File: src/rtl/tmr16_pkg.sv
package tmr16_pkg;
  typedef enum logic [1:0] {
    MODE_PRESC13 = 2'b00,
    MODE_FULL16  = 2'b01,
    MODE_RELOAD8 = 2'b10,
    MODE_HOLD    = 2'b11
  } tmr_mode_e;

  localparam logic [1:0] ADDR_LO   = 2'd0;
  localparam logic [1:0] ADDR_HI   = 2'd1;
  localparam logic [1:0] ADDR_CTRL = 2'd2;

  typedef struct packed {
    logic      run;
    logic      gate;
    logic      csel;
    tmr_mode_e mode;
  } tmr_ctrl_t;

  localparam int CTRL_W = $bits(tmr_ctrl_t);
endpackage

File: src/rtl/tmr16_sync.sv
module tmr16_sync #(
  parameter int W      = 2,
  parameter int STAGES = 2
) (
  input  logic         clk_i,
  input  logic         rst_ni,
  input  logic [W-1:0] d_i,
  output logic [W-1:0] q_o
);
  logic [STAGES-1:0][W-1:0] sr_q;

  always_ff @(posedge clk_i or negedge rst_ni) begin
    if (!rst_ni) sr_q <= '0;
    else         sr_q <= {sr_q[STAGES-2:0], d_i};
  end

  assign q_o = sr_q[STAGES-1];
endmodule

File: src/rtl/tmr16_tick.sv
module tmr16_tick
  import tmr16_pkg::*;
(
  input  logic      clk_i,
  input  logic      rst_ni,
  input  tmr_ctrl_t ctrl_i,
  input  logic      cnt_s_i,
  input  logic      gate_s_i,
  output logic      tick_o
);
  logic cnt_prev_q;
  logic fall;

  always_ff @(posedge clk_i or negedge rst_ni) begin
    if (!rst_ni) cnt_prev_q <= 1'b0;
    else         cnt_prev_q <= cnt_s_i;
  end

  assign fall = cnt_prev_q & ~cnt_s_i;

  always_comb begin
    tick_o = ctrl_i.run
           & (~ctrl_i.gate | gate_s_i)
           & (ctrl_i.csel ? fall : 1'b1)
           & (ctrl_i.mode != MODE_HOLD);
  end
endmodule

File: src/rtl/tmr16_core.sv
module tmr16_core
  import tmr16_pkg::*;
#(
  parameter int W = 8,
  parameter int P = 5
) (
  input  logic         clk_i,
  input  logic         rst_ni,
  input  logic         tick_i,
  input  tmr_mode_e    mode_i,
  input  logic         wr_lo_i,
  input  logic         wr_hi_i,
  input  logic [W-1:0] wr_data_i,
  output logic [W-1:0] lo_o,
  output logic [W-1:0] hi_o,
  output logic         ovf_evt_o
);
  logic [W-1:0] lo_q, hi_q, lo_n, hi_n;
  logic         evt;

  always_comb begin
    lo_n = lo_q;
    hi_n = hi_q;
    evt  = 1'b0;
    // byte writes suppress the increment entirely
    if (tick_i && !(wr_lo_i || wr_hi_i)) begin
      unique case (mode_i)
        MODE_PRESC13: begin
          if (&lo_q[P-1:0]) begin
            lo_n[P-1:0] = '0;
            hi_n        = hi_q + W'(1);
            evt         = &hi_q;
          end else begin
            lo_n[P-1:0] = lo_q[P-1:0] + P'(1);
          end
        end
        MODE_FULL16: begin
          {hi_n, lo_n} = {hi_q, lo_q} + (2*W)'(1);
          evt          = &{hi_q, lo_q};
        end
        MODE_RELOAD8: begin
          if (&lo_q) begin
            lo_n = hi_q;
            evt  = 1'b1;
          end else begin
            lo_n = lo_q + W'(1);
          end
        end
        default: ;
      endcase
    end
    if (wr_lo_i) lo_n = wr_data_i;
    if (wr_hi_i) hi_n = wr_data_i;
  end

  always_ff @(posedge clk_i or negedge rst_ni) begin
    if (!rst_ni) begin
      lo_q <= '0;
      hi_q <= '0;
    end else begin
      lo_q <= lo_n;
      hi_q <= hi_n;
    end
  end

  assign lo_o      = lo_q;
  assign hi_o      = hi_q;
  assign ovf_evt_o = evt;
endmodule

File: src/rtl/tmr16_top.sv
module tmr16_top
  import tmr16_pkg::*;
#(
  parameter int W         = 8,
  parameter int PRESC_W   = 5,
  parameter int SYNC_STGS = 2
) (
  input  logic         clk_i,
  input  logic         rst_ni,
  input  logic         wr_en_i,
  input  logic [1:0]   addr_i,
  input  logic [W-1:0] wr_data_i,
  output logic [W-1:0] rd_data_o,
  input  logic         cnt_pin_i,
  input  logic         gate_pin_i,
  input  logic         ovf_ack_i,
  output logic         ovf_o
);
  localparam int PAD_W = W - CTRL_W;

  tmr_ctrl_t    ctrl_q;
  logic         wr_lo, wr_hi, wr_ctrl;
  logic         cnt_s, gate_s, tick, ovf_evt, ovf_q;
  logic [W-1:0] lo, hi;

  assign wr_lo   = wr_en_i && addr_i == ADDR_LO;
  assign wr_hi   = wr_en_i && addr_i == ADDR_HI;
  assign wr_ctrl = wr_en_i && addr_i == ADDR_CTRL;

  always_ff @(posedge clk_i or negedge rst_ni) begin
    if (!rst_ni)      ctrl_q <= '0;
    else if (wr_ctrl) ctrl_q <= tmr_ctrl_t'(wr_data_i[CTRL_W-1:0]);
  end

  tmr16_sync #(.W(2), .STAGES(SYNC_STGS)) u_sync (
    .clk_i  (clk_i),
    .rst_ni (rst_ni),
    .d_i    ({gate_pin_i, cnt_pin_i}),
    .q_o    ({gate_s, cnt_s})
  );

  tmr16_tick u_tick (
    .clk_i    (clk_i),
    .rst_ni   (rst_ni),
    .ctrl_i   (ctrl_q),
    .cnt_s_i  (cnt_s),
    .gate_s_i (gate_s),
    .tick_o   (tick)
  );

  tmr16_core #(.W(W), .P(PRESC_W)) u_core (
    .clk_i     (clk_i),
    .rst_ni    (rst_ni),
    .tick_i    (tick),
    .mode_i    (ctrl_q.mode),
    .wr_lo_i   (wr_lo),
    .wr_hi_i   (wr_hi),
    .wr_data_i (wr_data_i),
    .lo_o      (lo),
    .hi_o      (hi),
    .ovf_evt_o (ovf_evt)
  );

  // set beats acknowledge
  always_ff @(posedge clk_i or negedge rst_ni) begin
    if (!rst_ni)        ovf_q <= 1'b0;
    else if (ovf_evt)   ovf_q <= 1'b1;
    else if (ovf_ack_i) ovf_q <= 1'b0;
  end

  assign ovf_o = ovf_q;

  always_comb begin
    unique case (addr_i)
      ADDR_LO:   rd_data_o = lo;
      ADDR_HI:   rd_data_o = hi;
      ADDR_CTRL: rd_data_o = {{PAD_W{1'b0}}, ctrl_q};
      default:   rd_data_o = '0;
    endcase
  end
endmodule

File: config.mk
export PLATFORM = sky130hd
export DESIGN_NAME = tmr16_top
export DESIGN_NICKNAME = d
export VERILOG_FILES = /design/src/rtl/tmr16_pkg.sv /design/src/rtl/tmr16_sync.sv /design/src/rtl/tmr16_tick.sv /design/src/rtl/tmr16_core.sv /design/src/rtl/tmr16_top.sv
export SDC_FILE = /design/constraint.sdc
export NUM_CORES = 1
export LEC_CHECK = 0
export BUFFER_PORTS_ARGS = -buffer_cell sky130_fd_sc_hd__buf_2
export CAP_MARGIN = 20
export CORE_UTILIZATION = 50
export CTS_CLUSTER_SIZE = 20
export DETAILED_ROUTE_END_ITERATION = 8
export GPL_TIMING_DRIVEN = 0
export PLACE_DENSITY_LB_ADDON = 0.2
export SYNTH_ARGS = -nofsm -noshare
export SYNTH_HDL_FRONTEND = slang
export SYNTH_HIERARCHICAL = 1
export SYNTH_SLANG_ARGS = --single-unit
File: constraint.sdc
create_clock -name clk_i -period 5.6 [get_ports clk_i]
set_clock_uncertainty 0.15 [all_clocks]
set_input_delay 0.84 -clock clk_i [delete_from_list [all_inputs] [get_ports clk_i]]
set_output_delay 0.84 -clock clk_i [all_outputs]
set_load 0.03 [all_outputs]
Word-level counts from Yosys, hierarchy flattened
Cells that the tools add are included. W data, S select, Z words.

Register bits: 27. Bits of input ports: 16. Output and inout port bits: 9. Logic and storage cells: 67.

Add/subtract/negate cells: 4. Equality and inequality tests: 6. Multiplexer cells: 18. Bitwise gates (word level): 7. Reductions and logical operators: 21.

Operators by type and width (count): $mux W8 (6); $pmux W8 S3 (1); $add A16 B1 Y16 const B (1); $add A8 B1 Y8 const B (2); $pmux W8 S2 (1); $reduce_and A16 Y1 (1); $reduce_and A8 Y1 (2); $pmux W5 S3 (1); $mux W1 (6); $pmux W3 S2 (1); $reduce_bool A2 Y1 (3); $reduce_bool A3 Y1 (2); $add A5 B1 Y5 const B (1); $mux W5 (1); $reduce_and A5 Y1 (1); $and A1 B1 Y1 (4); $eq A2 B1 Y1 const B (2); $eq A2 B2 Y1 const B (2); $logic_and A1 B1 Y1 (4); $logic_not A2 Y1 (2); $reduce_and A2 Y1 (2); $reduce_bool A4 Y1 (1); $ne A3 B1 Y1 const B (1); $pmux W1 S3 (1); other kinds (6) (7).

Longest topological paths before layout
Gate-level depths: netlist (run 1).

Depth in word-level cells: 8. Mapped depth: 8. Gate-level depth less buffers: 7.

Cells and area by module
Netlist (run 1), hierarchy kept.

Modules (own cells, without submodules): tmr16_core (instances 1, cells each 175, area an instance 1431.4 sq um, seq. area each 400.4 sq um); tmr16_top (instances 1, cells each 35, area an instance 432.9 sq um, seq. area each 150.1 sq um); tmr16_sync (instances 1, cells each 6, area an instance 115.1 sq um, seq. area each 100.1 sq um); tmr16_tick (instances 1, cells each 5, area an instance 60.1 sq um, seq. area each 25.0 sq um).

Worst setup path after synthesis (run 1)
Ideal clock, no wire load.

Path type: input port to flip-flop. From: in addr_i[0]. To: reg u_core.hi_q[7] (netlist: u_core/hi_o[7]). Library setup time: 0.120 ns. Arrival time: 2.393 ns. Data required time: 5.330 ns. Path slack: 2.937 ns. Cell stages on the path: 7. Buffers on the path: 2. Cells stage by stage: buf_2 > nor3b_1 > buf_6 > nor3b_2 > nand2_1 > or4_1 > a31o_1.

Word-level cells in the longest chain between the ends: 7. Elaborated cells between the ends (all ways): 12. Those cells by class: eq/ne: 2; mux: 1; reduce/logical: 9.

RTL lines: start, declared (RTL line tmr16_top.sv:11) `input logic [1:0] addr_i,`; $logic_not A2 Y1 (RTL line tmr16_top.sv:26) `assign wr_lo = wr_en_i && addr_i == ADDR_LO;`; $logic_and A1 B1 Y1 (RTL line tmr16_top.sv:26); named net wr_lo (RTL line tmr16_top.sv:22) `logic wr_lo, wr_hi, wr_ctrl;`; $logic_or A1 B1 Y1 (RTL line tmr16_core.sv:26) `if (tick_i && !(wr_lo_i || wr_hi_i)) begin`; $logic_not A1 Y1 (RTL line tmr16_core.sv:26); $logic_and A1 B1 Y1 (RTL line tmr16_core.sv:26); $reduce_bool A2 Y1 (no line); $reduce_and A3 Y1 (no line); end signal, assigned (RTL line tmr16_core.sv:62) `hi_q <= hi_n;`; end, declared (RTL line tmr16_core.sv:18) `logic [W-1:0] lo_q, hi_q, lo_n, hi_n;`.

The timed path passes the listed nets, and every way through them passes these cells. A chain may end at the register's enable or synchronous reset.

Worst setup path in the final report (run 1)
Ends and elaborated chain as after synthesis.

==> run metrics, run 1 <==
status=finished, final reports clean; post-CTS setup repair buffer count=0; Worst-path clk slew=0.10 ns; root buffer cell=clkbuf_8; Setup TNS=0 ns; Synth Warn #=6; Final setup viols=0; power per cell area=335 nW/um2; Final Cycle Share=48.8%; gpl congestion=0.939; vias per cell=6.33; gr busiest metal=met2; CTS H-tree lvls=1; Slew Limit Headroom=56.4%; grt total ovfl=0; DRC errors left=0; Placed Area=2220 um2; Total GRT Usage=28.1%; R2R depth=7; critical path startpoint=addr_i[0]; M3 GR Usage=2.41%; die height=65.9 um; WL per Instance=18.3 um; Clock Latency Late Sink=0.29 ns; worst min path class=reg -> reg; FF+latch count, synth=27; vias in the first global route=1834; max cap viols=0; hold path cells=0; Mapped Cells=221; worst-margin pin slew=0.647 ns; Detail Placement HPWL=4.02 mm; final hold vios=0; Nets=273; grt met2 use=45.2%; first-pass GRT wire length=9.11 mm; Routed Antenna Nets=0; Starting Density=53.7%; clock sink count=27; RSZ-0062 raised after global routing=no; Via Count=1881; most frequent cells in the layout=buf_2, dfrtp_1, nor2_1, nand2_1, inv_1; Die Wd=65.9 um; Top Ports=25; arrival time worst endpoint=2.77 ns; min Tclk post-route=2.73 ns; die footprint=4340 um2; Synth cell types=56; crit path kind=in -> reg; sequential area share after synthesis=33.1%; CTS resizes=0; Top FF cell, synth=dfrtp_1; Worst R2R Setup Slack=2.92 ns; crit start category=input pin; hold buffer count at cts=0; Pleak=0.00102 uW; Mapped Area=2040 um2; Antenna Cells=0; Pre-antenna DRT Iters=4; Mean Syn Cell Area=9.23 um2; CTS tree=yes; CP endpoint kind=register; Placement Rows=22; Net Count, Synth=244; Post-Route WL=5.44 mm; Post-synth EDFFs=0; crit-path max FO=10; synthesis-to-finish area growth=11.3%; layout cells sized above 1=20.9%; Post-synth ARST share=100%; fillers=337; Clock Path Buffers=2; FMAX=366 MHz; M1 GR Usage=38.6%; design area=2270 um2; final max-slew violation count=0; antenna violations before repair=0; # port buffers=24; FF-to-FF Start=u_sync/q_o[0]; Worst Setup EP=u_core/hi_o[7]; Worst VDD drop=0.165 mV; CP required=5.64 ns; reg2reg end=u_core/hi_o[7]; number of DRC markers in iteration 0=149; CTS Buf Count=3; total core area=3800 um2; largest net degree at the start of global routing=28
-- worst min-delay path by stage --
stage / from / to
finish: u_sync/sr_q[1] / u_sync/q_o[1]
CTS: u_sync/sr_q[1] / u_sync/q_o[1]
floorplan: u_sync/sr_q[0] / u_sync/q_o[0]
global route: u_sync/sr_q[1] / u_sync/q_o[1]
global placement: u_sync/sr_q[0] / u_sync/q_o[0]
detailed placement: u_sync/sr_q[1] / u_sync/q_o[1]
-- routing by layer --
layer  share of wire [%]  routed length, um
met1                  48               2610
met3                 5.6                305
met5                   0                  0
met4                 1.6                 87
met2                  45               2440
-- worst max-delay path: stages --
cell     delay [ns]
buf_2          0.09
buf_2          0.25
nor3b_1        0.10
buf_6          0.15
nor3b_2        0.29
nand2_1        0.25
or4_1          0.56
a31o_1         0.23
-- where the power goes --
| part | switching [uW] | total, uW | leakage (uW) | internal (uW) |
|---|---|---|---|---|
| combinational | 182 | 315 | 0.000673 | 133 |
| sequential | 82.8 | 322 | 0.000325 | 239 |
| clock | 70.8 | 123 | 0.0000261 | 52.6 |
-- synthesized netlist by cell type, types with 2 or more instances --
library cell | n | area [um2]
nand2_1 | 14 | 52.6
or3_1 | 3 | 18.8
o2bb2ai_1 | 5 | 43.8
and3_1 | 5 | 31.3
and2_1 | 2 | 12.5
dfrtp_1 | 27 | 676
ha_1 | 7 | 87.6
or2_2 | 2 | 12.5
or4_1 | 3 | 22.5
nand3_1 | 9 | 45.0
a21oi_1 | 9 | 45.0
a41o_1 | 2 | 20.0
clkbuf_1 | 3 | 11.3
a31oi_1 | 6 | 37.5
o311ai_0 | 4 | 35.0
o41ai_1 | 2 | 17.5
xor2_1 | 2 | 17.5
nor4_1 | 2 | 12.5
o31a_1 | 2 | 17.5
nand3_2 | 2 | 20.0
nor3_1 | 5 | 25.0
nand4b_1 | 2 | 17.5
or4b_1 | 2 | 20.0
a31o_1 | 2 | 17.5
nand2b_1 | 5 | 31.3
mux2i_1 | 9 | 90.1
buf_2 | 3 | 15.0
nor2b_1 | 6 | 37.5
mux2_4 | 5 | 75.1
a22oi_1 | 4 | 30.0
nand4_1 | 4 | 25.0
a21o_1 | 3 | 22.5
o31ai_1 | 5 | 37.5
buf_6 | 2 | 22.5
inv_1 | 11 | 41.3
o21ai_0 | 6 | 30.0
buf_4 | 3 | 22.5
nor2_1 | 15 | 56.3
-- per-stage QoR --
stage               hold WS, ns  utilization (%)  cells  total power, uW  worst slack [ns]
floorplan                 0.181                -    221              537              2.94
CTS                       0.215             59.7    297              758              2.89
finish                    0.211             59.7    297              761              2.87
global placement          0.183             58.4    293              629              2.59
detailed placement        0.192             58.4    293              634              2.59
global route              0.220             59.7    297              816              2.77
-- registers in the layout, indices dropped and copies added (netlist names) --
name	cells
u_core/lo_o	8
u_core/hi_o	8
ctrl_q	5
u_tick/cnt_prev_q	1
u_sync/sr_q	2
u_sync/q_o	2
ovf_o	1
-- cell type report --
cell class | count | area, um2 | area share, %
buffer | 11 | 71.3 | 3.14
inverter | 11 | 41.3 | 1.82
timing repair buffer | 24 | 120 | 5.29
clock buffer | 3 | 41.3 | 1.82
tap | 48 | 60.1 | 2.65
multi-input combinational | 172 | 1250 | 55.1
sequential | 27 | 676 | 29.8
clock inverter | 1 | 8.76 | 0.386
-- cell families (layout without fill, tap and decap cells) --
family	count (synthesis)	after routing	share of synthesized area, %
AND/OR/NAND/NOR	89	89	25.6
adder cells (fa/ha/maj)	7	7	4.29
AO/OA/AOI/OAI	59	59	21.9
buffers and inverters	22	50	5.52
multiplexers	15	15	8.65
XOR/XNOR	2	2	0.859
flip-flops	27	27	33.1
Power figures use the tool's default switching activity.
==> run 2, diff against run 1 <==
clock period = 2.5 ns   (was 5.6 ns; I/O delays follow)
==> run metrics, run 2 (same netlist as run 1, synthesis figures left out) <==
status=finished, violations left; violated checks=negative setup slack; FMAX=399 MHz; root buffer cell=clkbuf_8; crit-path max FO=9; Post-Route WL=5.50 mm; Worst VDD drop=0.368 mV; Worst-path clk slew=0.10 ns; Pleak=0.00105 uW; final max-slew violation count=0; crit path kind=reg -> reg; Via Count=1938; RSZ-0062 raised after global routing=yes; number of DRC markers in iteration 0=190; CP required=2.53 ns; clock sink count=27; fillers=344; min Tclk post-route=2.51 ns; Top Ports=25; vias in the first global route=1850; antenna violations before repair=0; CTS tree=yes; largest net degree at the start of global routing=28; most frequent cells in the layout=buf_2, dfrtp_1, nor2_1, nand2_1, inv_1; Die Wd=65.9 um; die footprint=4340 um2; layout cells sized above 1=22.9%; placed cell count=293; synthesis-to-finish area growth=14.1%; CP endpoint kind=register; CTS H-tree lvls=1; pre-CTS setup slack=-0.139 ns; Final WS setup=-0.00527 ns; crit start category=register; DRC errors left=0; gpl congestion=0.939; most common cell after layout, fill and taps aside=buf_2; Pre-antenna DRT Iters=4; Routed Antenna Nets=0; final hold vios=0; Final setup viols=1; first-pass GRT wire length=9.15 mm; Nets=277; WL per Instance=18.3 um; area of the multi-input gates=1270 um2; Clock Path Buffers=2; vias per cell=6.44; max cap viols=0; CTS Buf Count=3; design area=2330 um2; arrival time worst endpoint=2.54 ns; total core area=3800 um2; critical path cell sequence=buf_4 -> nand2b_1 -> a221oi_4 -> nor3b_4 -> nand2_2 -> or4_1 -> a31o_1; Final Cycle Share=100%; CP max stage cell=or4_1; die height=65.9 um; Clock Latency Late Sink=0.29 ns; Placed Area=2220 um2; CP max stage delay=0.53 ns; power per cell area=752 nW/um2; Non-Filler Instances=301; Antenna Cells=0; register area=677 um2; Slew Limit Headroom=57.7%; Placement Rows=22; # port buffers=24; Detail Placement HPWL=4.02 mm; Starting Density=53.7%; worst-margin pin slew=0.628 ns; worst min path class=in -> reg; grt total ovfl=0; Total GRT Usage=28.3%
run 2: path summary, 6_finish.rpt:
path | slack (ns) | end | start | depth (start not counted)
max in group asynchronous | 1.28 | u_core/lo_o[0] | rst_ni | 2
min | 0.04 | u_sync/sr_q[0] | cnt_pin_i | 1
max reg2reg | -0.005 | u_core/hi_o[7] | u_sync/q_o[0] | 7
min in group asynchronous | 0.48 | u_core/hi_o[4] | rst_ni | 2
min reg2reg | 0.21 | u_sync/q_o[1] | u_sync/sr_q[1] | 0
max | -0.005 | u_core/hi_o[7] | u_sync/q_o[0] | 7
run 2: power by group:
group          internal [uW]  total (uW)  leakage [uW]  switching (uW)
Combinational            329         765      0.000699             436
Clock                    118         274     0.0000261             157
Sequential               538         712      0.000324             175
Total                    984        1750       0.00105             767
run 2: layout make-up:
| cell class | instances | area share, % |
|---|---|---|
| Inverter | 11 | 1.77 |
| Buffer | 10 | 2.90 |
| Sequential cell | 27 | 29.1 |
| Tap cell | 48 | 2.58 |
| Timing Repair Buffer | 29 | 6.88 |
| Clock inverter | 1 | 0.376 |
| Clock buffer | 3 | 1.77 |
| Multi-Input combinational cell | 172 | 54.6 |
run 2: per-stage QoR:
stage	hold WS, ns	total power (uW)	util, %	setup TNS [ns]
6_report	0.0398	1750	61.3	-0.00527
5_1_grt	0.0290	1880	61.3	-0.0547
4_1_cts	0.0319	1720	60.8	0
3_5_place_dp	0.192	1420	58.4	-0.149
3_3_place_gp	0.183	1410	58.4	-0.145
2_1_floorplan	-0.0706	1200	-	0
run 2: worst max-delay path: cells and delay by family, from the launching register on:
| family | cells | cell delay (ns) |
|---|---|---|
| and+or+nand+nor | 4 | 1.17 |
| buffers and inverters | 1 | 0.13 |
| AOI/OAI and AO/OA | 2 | 0.58 |
| DFF | 1 | 0.37 |
run 2: layer usage:
metal  routed length (um)  global-route usage (%)  share of wire, %
met1                 2680                    38.9                49
met2                 2480                    45.4                45
met3                  262                    2.07               4.8
met4                   81                    11.7               1.5
met5                    0                       0                 0
run 2: repair_timing:
action,in CTS,in global routing
setup buffers,1,3
resized for setup,4,0
setup endpoints to repair,3,3
hold endpoints to repair,27,0
hold buffers,1,0
==> run 3, diff against run 2 <==
PLACE_DENSITY = 0.81   (was unset)
PLACE_DENSITY_LB_ADDON = unset   (was 0.2)
==> run metrics, run 3 (same netlist as run 1, synthesis figures left out) <==
fillers=320; final max-slew violation count=0; Nets=277; critical path startpoint=u_core/lo_o[0]; Antenna Cells=0; root buffer cell=clkbuf_8; CP max stage cell=dfrtp_2; Top Layer Used=met4; Slew Limit Headroom=58.6%; RSZ-0062 raised after global routing=no; Setup TNS=0 ns; reg2reg end=u_core/hi_o[0]; worst min path class=in -> reg; placed cell count=293; largest net degree at the start of global routing=28; Placed Area=2220 um2; crit-path max FO=8; CP max stage delay=0.47 ns; die height=65.9 um; vias in the first global route=1869; Worst R2R Setup Slack=0.06 ns; CP required=2.51 ns; WL per Instance=18.9 um; total core area=3800 um2; WP buf/inv=0; Top Ports=25; Post-Route WL=5.68 mm; CTS H-tree lvls=1; antenna violations before repair=0; Clock Latency Late Sink=0.28 ns; WL met3=549 um; worst hold start=cnt_pin_i; worst-margin pin slew=0.621 ns; Starting Density=53.7%; Placement Rows=22; Die Wd=65.9 um; final hold vios=0; Clock Path Buffers=2; Pleak=0.00106 uW; grt total ovfl=0; # port buffers=24; min Tclk post-route=2.44 ns; power per cell area=739 nW/um2; FMAX=410 MHz; hold slack=0.0416 ns; layout cells sized above 1=24.9%; Worst VDD drop=0.402 mV; CP endpoint kind=register; arrival time worst endpoint=2.45 ns; Final setup viols=0; DRC errors left=0; Routed Antenna Nets=0; critical path cell sequence=ha_1 -> and3_1 -> ha_2 -> mux2_2 -> and2_1 -> a21o_1 -> a221o_1; R2R depth=7; Crit. path cell count=7; Total GRT Usage=28.1%; first-pass GRT wire length=9.28 mm; most common cell after layout, fill and taps aside=buf_2; metal2 WL=2.58 mm; Non-Filler Instances=301; synthesis-to-finish area growth=15.6%; number of DRC markers in iteration 0=284; Detail Placement HPWL=4.06 mm; vias per cell=6.58; Pre-antenna DRT Iters=5; most frequent cells in the layout=buf_2, dfrtp_1, nor2_1, nand2_1, inv_1; Worst Setup EP=u_core/hi_o[0]; Worst-path clk slew=0.10 ns; crit path kind=reg -> reg; max cap viols=0; gpl congestion=0.951; Via Count=1980; die footprint=4340 um2; wire length on met1=2.46 mm; post-layout util=62.1%; crit start category=register; clock sink count=27; CTS tree=yes; status=finished, final reports clean; design area=2360 um2; Final Cycle Share=97.5%; crit-path leading delay family=compound AO/OA/AOI/OAI gates; CTS Buf Count=3; FF-to-FF Start=u_core/lo_o[0]
[run 3: layout make-up]
| cell class | instances | area [um2] | share of cell area [%] |
|---|---|---|---|
| Clock inverter | 1 | 7.51 | 0.318 |
| Sequential cell | 27 | 679 | 28.8 |
| Timing Repair Buffer | 29 | 173 | 7.32 |
| Inverter | 11 | 41.3 | 1.75 |
| Multi-Input combinational cell | 172 | 1290 | 54.6 |
| Tap cell | 48 | 60.1 | 2.55 |
| Clock buffer | 3 | 41.3 | 1.75 |
| Buffer | 10 | 67.6 | 2.86 |
[run 3: worst reg2reg max path, cell delays in order (launching register included)]
cell and delay [ns]:
dfrtp_2 0.47, ha_1 0.27, and3_1 0.17, ha_2 0.20, mux2_2 0.32, and2_1 0.26
a21o_1 0.19, a221o_1 0.29
[run 3: stage by stage]
| step | setup WS, ns | total power (uW) |
|---|---|---|
| after CTS | -0.0273 | 1700 |
| after global routing | 0.00905 | 1850 |
| after detailed placement | -0.178 | 1420 |
| final | 0.0620 | 1740 |
| after floorplan | 0.177 | 1200 |
| after global placement | -0.125 | 1410 |
[run 3: per-layer routing]
metal | up-vias | GRT usage (%)
met5 | - | 0
met4 | 0 | 8.70
met3 | 12 | 4.14
met2 | 122 | 43.4
met1 | 943 | 40.2
li1 | 903 | -
[run 3: worst min-delay path by stage]
stage / end / cells past startpoint
2_1_floorplan: ctrl_q[0] / 0
3_3_place_gp: u_sync/q_o[1] / 0
3_5_place_dp: u_sync/q_o[0] / 0
4_1_cts: u_sync/sr_q[0] / 1
5_1_grt: u_sync/sr_q[0] / 1
6_report: u_sync/sr_q[0] / 1
[run 3: repair_timing]
action,CTS,global route
resized for setup,5,6
endpoints found under the hold margin,27,0
cloned,0,0
pin swaps,0,4
hold buffers,1,0
setup buffers,0,4
endpoints found under the setup margin,5,3
[run 3: where the power goes]
group | switching (uW) | internal (uW) | leakage, uW | total [uW]
clock network | 150 | 113 | 0.0000217 | 264
registers | 192 | 540 | 0.000322 | 732
logic | 428 | 320 | 0.000720 | 748
total | 770 | 974 | 0.00106 | 1740
